## src/rtl/lane_polarity_detect.sv

```systemverilog
module lane_polarity_detect #(
  parameter int ID_FIRST = 6,
  parameter int ID_LAST  = 15,
  parameter int CW       = 5
) (
  input  logic       clk,
  input  logic       rst_n,
  input  logic       train_active,
  input  logic       detect_entry,
  input  logic       rx_valid,
  input  logic       rx_k,
  input  logic [7:0] rx_byte,
  output logic       cor_valid,
  output logic       cor_k,
  output logic [7:0] cor_byte,
  output logic       lane_inverted
);
  localparam logic [7:0]    COMMA   = 8'hBC;
  localparam logic [7:0]    INV_TS1 = 8'hB5;
  localparam logic [7:0]    INV_TS2 = 8'hBA;
  localparam logic [CW-1:0] UNSYNC  = '1;
  localparam logic [CW-1:0] W_LO    = CW'(ID_FIRST);
  localparam logic [CW-1:0] W_HI    = CW'(ID_LAST);

  logic [CW-1:0] cnt;
  logic          run_ok;
  logic          kind;

  wire [CW-1:0] idx    = cnt + 1'b1;
  wire          is_com = rx_valid & rx_k & (rx_byte == COMMA);
  wire          in_win = rx_valid & ~is_com & (cnt != UNSYNC) & (idx >= W_LO) & (idx <= W_HI);
  wire          inv_id = ~rx_k & ((rx_byte == INV_TS1) | (rx_byte == INV_TS2));
  wire          same   = (idx == W_LO) | (rx_byte[0] == kind);
  wire          good   = inv_id & same;
  wire          hit    = in_win & run_ok & good & (idx == W_HI) & train_active;

  always_ff @(posedge clk) begin
    if (!rst_n || detect_entry) begin
      cnt           <= UNSYNC;
      run_ok        <= 1'b0;
      kind          <= 1'b0;
      lane_inverted <= 1'b0;
    end else if (rx_valid) begin
      if (is_com) begin
        cnt    <= '0;
        run_ok <= 1'b1;
      end else begin
        if (cnt != UNSYNC) cnt <= idx;
        if (in_win) begin
          run_ok <= run_ok & good;
          if (idx == W_LO) kind <= rx_byte[0];
        end
      end
      if (hit) lane_inverted <= 1'b1;
    end
  end

  always_ff @(posedge clk) begin
    if (!rst_n) begin
      cor_valid <= 1'b0;
      cor_k     <= 1'b0;
      cor_byte  <= '0;
    end else begin
      cor_valid <= rx_valid;
      cor_k     <= rx_k;
      cor_byte  <= (lane_inverted & ~rx_k) ? ~rx_byte : rx_byte;
    end
  end

  a_r2_valid_follows: assert property (@(posedge clk) disable iff (!rst_n)
    rx_valid |=> cor_valid);
  a_r2_k_kept: assert property (@(posedge clk) disable iff (!rst_n)
    cor_valid |-> cor_k == $past(rx_k));
  a_r3_passthrough: assert property (@(posedge clk) disable iff (!rst_n)
    (cor_valid && !$past(lane_inverted)) |-> cor_byte == $past(rx_byte));
  a_r10_complement: assert property (@(posedge clk) disable iff (!rst_n)
    (cor_valid && !cor_k && $past(lane_inverted)) |-> cor_byte == ~$past(rx_byte));
  a_r8_only_training: assert property (@(posedge clk) disable iff (!rst_n)
    $rose(lane_inverted) |-> $past(train_active && rx_valid));
  a_r9_sticky: assert property (@(posedge clk) disable iff (!rst_n)
    (lane_inverted && !detect_entry) |=> lane_inverted);
  a_r9_detect_clears: assert property (@(posedge clk) disable iff (!rst_n)
    detect_entry |=> !lane_inverted);
endmodule

```

## config.mk

```make
export PLATFORM = sky130hd
export DESIGN_NAME = lane_polarity_detect
export DESIGN_NICKNAME = d
export VERILOG_FILES = /design/src/rtl/lane_polarity_detect.sv
export SDC_FILE = /design/constraint.sdc
export NUM_CORES = 1
export LEC_CHECK = 0
export ABC_AREA = 0
export BUFFER_PORTS_ARGS = -buffer_cell sky130_fd_sc_hd__buf_2
export CORE_ASPECT_RATIO = 1.4
export CORE_UTILIZATION = 45
export DETAILED_ROUTE_END_ITERATION = 10
export PLACE_DENSITY = 0.79
export SKIP_LAST_GASP = 1
export SYNTH_ARGS = -nofsm -noshare
export SYNTH_HDL_FRONTEND = slang
export SYNTH_SLANG_ARGS = --single-unit
export TNS_END_PERCENT = 10
```

## constraint.sdc

```tcl
create_clock -name clk -period 1.95 [get_ports clk]
set_input_delay 0.0975 -clock clk [delete_from_list [all_inputs] [get_ports clk]]
set_output_delay 0.0975 -clock clk [all_outputs]
set_load 0.1 [all_outputs]
```

# Yosys cells after proc, flatten, opt, wreduce, memory -nomap -nowiden
# Index checks and enable logic that the tools add are counted.
# W data, S select, Z words.
[totals]
in_bits = 14
reg_bits = 18
out_inout_bits = 11
word_cells = 49
[op_classes]
n_eq_ne = 7
bitwise_logic = 19
muxes = 5
reduce_logical = 8
add_sub_neg = 1
order_cmp = 2
[ops]
columns = ["cell", "count"]
rows = [
  ["$eq A8 B8 Y1 const B", 3],
  ["$and A1 B1 Y1", 14],
  ["$mux W5", 2],
  ["$mux W8", 1],
  ["$not A8 Y8", 1],
  ["$reduce_and A2 Y1", 3],
  ["$add A5 B1 Y5 const B", 1],
  ["$eq A5 B3 Y1 const B", 1],
  ["$eq A5 B4 Y1 const B", 1],
  ["$ge A5 B3 Y1 const B", 1],
  ["$le A5 B4 Y1 const B", 1],
  ["$ne A5 B5 Y1 const B", 1],
  ["$reduce_and A4 Y1", 1],
  ["$reduce_bool A2 Y1", 2],
  ["$mux W1", 2],
  ["$not A1 Y1", 2],
  ["$or A1 B1 Y1", 2],
  ["$eq A1 B1 Y1", 1],
  ["$logic_not A1 Y1", 1],
  ["$logic_or A1 B1 Y1", 1],
]

# Depth between registers and ports, before layout
[depth]
depth_word = 12
mapped_depth = 9
depth_no_buf = 8

# Worst setup path before layout
# Ideal clock, no wire load.
[synth_path]
path_type = "register to register"
from = "register cnt[0]"
to = "register run_ok"
required_ns = 1.828
path_stages_with_launch = 10
t_arrival_ns = 1.933
setup_time_ns = 0.122
period_less_slack_ns = 2.055
n_path_buf = 1
slack_ns = -0.105
path_cell_list = "dfxtp_1 ha_1 and3_1 ha_1 nand2b_1 buf_2 a211o_1 a211oi_1 o21ai_0 o311a_1"
[synth_via]
elab_chain_cells = 7
elab_cells_between_ends = 15
cone_classes = "add/sub (1); order compare (2); eq/ne (2); mux (2); bitwise (6); reduce/logical (2)"
[synth_rtl]
columns = ["element", "line", "rtl"]
rows = [
  ["start: declaration", "25", "logic [CW-1:0] cnt;"],
  ["start signal: assignment", "48", "if (cnt != UNSYNC) cnt <= idx;"],
  ["branches (longest 7 deep; another with $add A5 B1 Y5)", "--", ""],
  ["end signal: assignment", "50", "run_ok <= run_ok & good;"],
  ["end: declaration", "26", "logic run_ok;"],
]
# Several ways; the timed one is not identified. The select of a mux whose other input is x is not followed.
# A chain may end at the register's enable or synchronous reset.

# Worst setup path after layout
# Same ends and word-level chain as after synthesis.

==> impl_metrics.env <==
export IMPL_clockPowerShare_pct=26.2
export IMPL_cp_slowest_cell="dfxtp_2"
export IMPL_synth_top_area_share_pct=39.67
export IMPL_min_delay_start="rx_k"
export IMPL_synth_ff_type="dfxtp_1"
export IMPL_switching_power_uw=231.1
export IMPL_synthTopCellsByArea="dfxtp_1, xor2_1, and2_1"
export IMPL_worstHoldPathType="in -> reg"
export IMPL_vias=795
export IMPL_synth_fp_nets=113
export IMPL_clk_latency_ns=0.30
export IMPL_hold_path_end="cor_k$_SDFF_PN0_"
export IMPL_port_buffers=24
export IMPL_finalCritPeriodShare_pct=95.98
export IMPL_synth_edff_count=0
export IMPL_synth_top_cell_by_area="dfxtp_1"
export IMPL_setup_worst_path_end_class="flip-flop"
export IMPL_leakage_nw=0.5482
export IMPL_nets=142
export IMPL_powerDensity_nw_per_um2=632.9
export IMPL_cap_violations=0
export IMPL_crit_arrival_ns=2.06
export IMPL_grt_ovfl_total=0
export IMPL_multiInputGateArea_um2=550.5
export IMPL_drt_iter0_drc=13
export IMPL_core_area_um2=1824
export IMPL_r2r_end="run_ok$_SDFFE_PP0P_"
export IMPL_dp_hpwl_mm=1.378
export IMPL_cts_buffer_depth=2
export IMPL_ys_async_sr_fraction_pct=0
export IMPL_yosys_warnings=0
export IMPL_rows=18
export IMPL_startpoint_type="flip-flop"
export IMPL_die_w_um=39.97
export IMPL_crit_chain="ha_2 -> and3_1 -> ha_4 -> nand2b_4 -> a211o_1 -> a211oi_2 -> o21ai_1 -> o311a_1"
export IMPL_fin_crit_ns=1.872
export IMPL_ys_types=32
export IMPL_r2r_setup_slack_ns=0.08
export IMPL_htree_num_levels=1
export IMPL_fin_worst_skew_ns=0.002824
export IMPL_avgSynthCellArea_um2=9.562
export IMPL_grt_usage_pct=18.95
export IMPL_wl_per_cell_um=13.32
export IMPL_cts_root_buf="clkbuf_4"
export IMPL_max_slew_margin_rel_pct=47.93
export IMPL_wirelength_mm=1.891
export IMPL_grt_pass1_wl_mm=2.849
export IMPL_syn_to_final_growth_pct=25.07
export IMPL_crit_type="reg -> reg"
export IMPL_syn_inst=95
export IMPL_peakVddDrop_mv=0.3480
export IMPL_r2r_start="cnt[0]$_SDFFE_PP1P_"
export IMPL_start_util_pct=49.79
export IMPL_first_pass_iters=4
export IMPL_fmax_mhz=534.3
export IMPL_cpPeakStageDelay_ns=0.36
export IMPL_antenna_found_initial=0
export IMPL_grt_max_degree=12
export IMPL_cts_hold_buffers=0
export IMPL_layout_drive_gt1_share_pct=33.61
export IMPL_cts_buffers_inserted=3
export IMPL_ys_seq_area_share_pct=39.67
export IMPL_synth_most_common_cell="dfxtp_1"
export IMPL_internal_power_uw=487.9
export IMPL_pwr_share_seq_pct=53.1
export IMPL_hold_viol=0
export IMPL_holdWs_ns=0.05730
export IMPL_utilization_pct=62.28
export IMPL_synth_area_um2=908.4
export IMPL_place_gp_congestion=0.7640
export IMPL_diodes=0
export IMPL_ys_seq_elements=18
export IMPL_fillCellCount=161
export IMPL_tightest_slew_ns=0.7794
export IMPL_via_per_inst=5.599
export IMPL_rsz0062_at_grt="no"
export IMPL_dieHeight_um=55.16
export IMPL_path_max_fanout=5
export IMPL_slew_viol_final=0
export IMPL_fp_dieArea_um2=2205
export IMPL_cts_tree="yes"
export IMPL_critPathRequiredTime_ns=2.14
export IMPL_seqCellArea_um2=361.6
export IMPL_synth_common_cells="dfxtp_1, and2_1, xor2_1"
export IMPL_path_clk_slew_ns=0.10
export IMPL_ant_nets=0
export IMPL_post_cts_setup_buffers=0
export IMPL_ioPinCount=25
export IMPL_cts_sinks=18
export IMPL_status="completed"
export IMPL_reg2reg_depth=8
export IMPL_setup_violations=0
export IMPL_p_comb_share_pct=20.7
export IMPL_drcViolationCount=0
export IMPL_pre_cts_ws_ns=-0.06596
export IMPL_switching_share_pct=32.14
export IMPL_grt_pass1_vias=728
export IMPL_finalWorstSetupSlack_ns=0.07839
export IMPL_hold_depth=2
-- cell type report --
| class | instances | share of cell area (%) |
|---|---|---|
| clock buffers | 3 | 1.982 |
| inverters | 5 | 1.652 |
| multi-input cells | 67 | 48.46 |
| flip-flops and latches | 18 | 31.83 |
| well taps | 20 | 2.203 |
| repair buffers | 29 | 13.88 |
-- power by group through the flow --
stage / registers [mW] / clock network, mW / logic (mW)
2_1_floorplan: 0.471 / 0 / 0.0303
3_3_place_gp: 0.390 / 0 / 0.144
3_5_place_dp: 0.390 / 0 / 0.146
4_1_cts: 0.382 / 0.189 / 0.149
5_1_grt: 0.384 / 0.206 / 0.157
6_report: 0.382 / 0.188 / 0.149
-- registers in the layout (all words and copies together), names as in the netlist --
| register | cells |
|---|---|
| run_ok | 1 |
| cor_k | 1 |
| cor_byte | 8 |
| lane_inverted | 1 |
| cnt | 5 |
| kind | 1 |
| cor_valid | 1 |
-- kinds of logic after synthesis --
family	count (synthesis)	share of synthesized area [%]
AND/OR/NAND/NOR	32	23.83
AO/OA/AOI/OAI	15	10.33
XOR/XNOR	15	14.46
adder cells (fa/ha/maj)	4	5.510
buffers and inverters	10	5.096
multiplexers	1	1.102
flip-flops	18	39.67
-- critical path, delay by kind of cell (launching register included) --
kind / cells / cell delay [ns]
AO/OA/AOI/OAI: 4 / 0.71
AND/OR/NAND/NOR: 2 / 0.36
flip-flops: 1 / 0.36
adder cells (fa/ha/maj): 2 / 0.33
-- cells in the final DEF, fill, tap and decap left out, types with 2 or more instances in the layout --
master / count
ha_1: 2
xor2_1: 10
dfxtp_1: 17
and4b_1: 3
nor2b_1: 2
nand3_1: 3
clkbuf_4: 3
xnor2_1: 5
buf_2: 24
and2_1: 10
nor2_1: 4
buf_4: 5
inv_1: 5
o21ai_0: 7
-- worst max path at each step --
stage | from | cells past startpoint | end
2_1_floorplan | cnt[1]$_SDFFE_PP1P_ | 9 | run_ok$_SDFFE_PP0P_
3_3_place_gp | cnt[0]$_SDFFE_PP1P_ | 7 | lane_inverted$_SDFFE_PP0P_
3_5_place_dp | cnt[0]$_SDFFE_PP1P_ | 7 | lane_inverted$_SDFFE_PP0P_
4_1_cts | cnt[1]$_SDFFE_PP1P_ | 8 | lane_inverted$_SDFFE_PP0P_
5_1_grt | cnt[0]$_SDFFE_PP1P_ | 8 | run_ok$_SDFFE_PP0P_
6_report | cnt[0]$_SDFFE_PP1P_ | 8 | run_ok$_SDFFE_PP0P_
-- stage by stage --
stage,instance area [um^2],power [mW],TNS (ns),cells
finish,1136,0.7190,0,142
global route,1136,0.7473,0,142
CTS,1124,0.7205,0,142
detailed placement,1071,0.5365,-0.06596,139
global placement,1071,0.5345,0,139
floorplan,918.4,0.5015,0,95
-- timing repair --
item | in CTS | in global routing
pin swaps | 1 | 2
gates resized for setup | 4 | 2
setup endpoints to repair | 1 | 2
cloned | 0 | 0
-- per-layer routing --
| layer | wire length, um | global-route usage, % |
|---|---|---|
| met5 | 0 | 0 |
| met4 | 51 | 9.770 |
| met3 | 122 | 4.000 |
| met2 | 1001 | 34.14 |
| met1 | 714 | 19.66 |
Note: power is estimated with default switching activity, not from simulation.
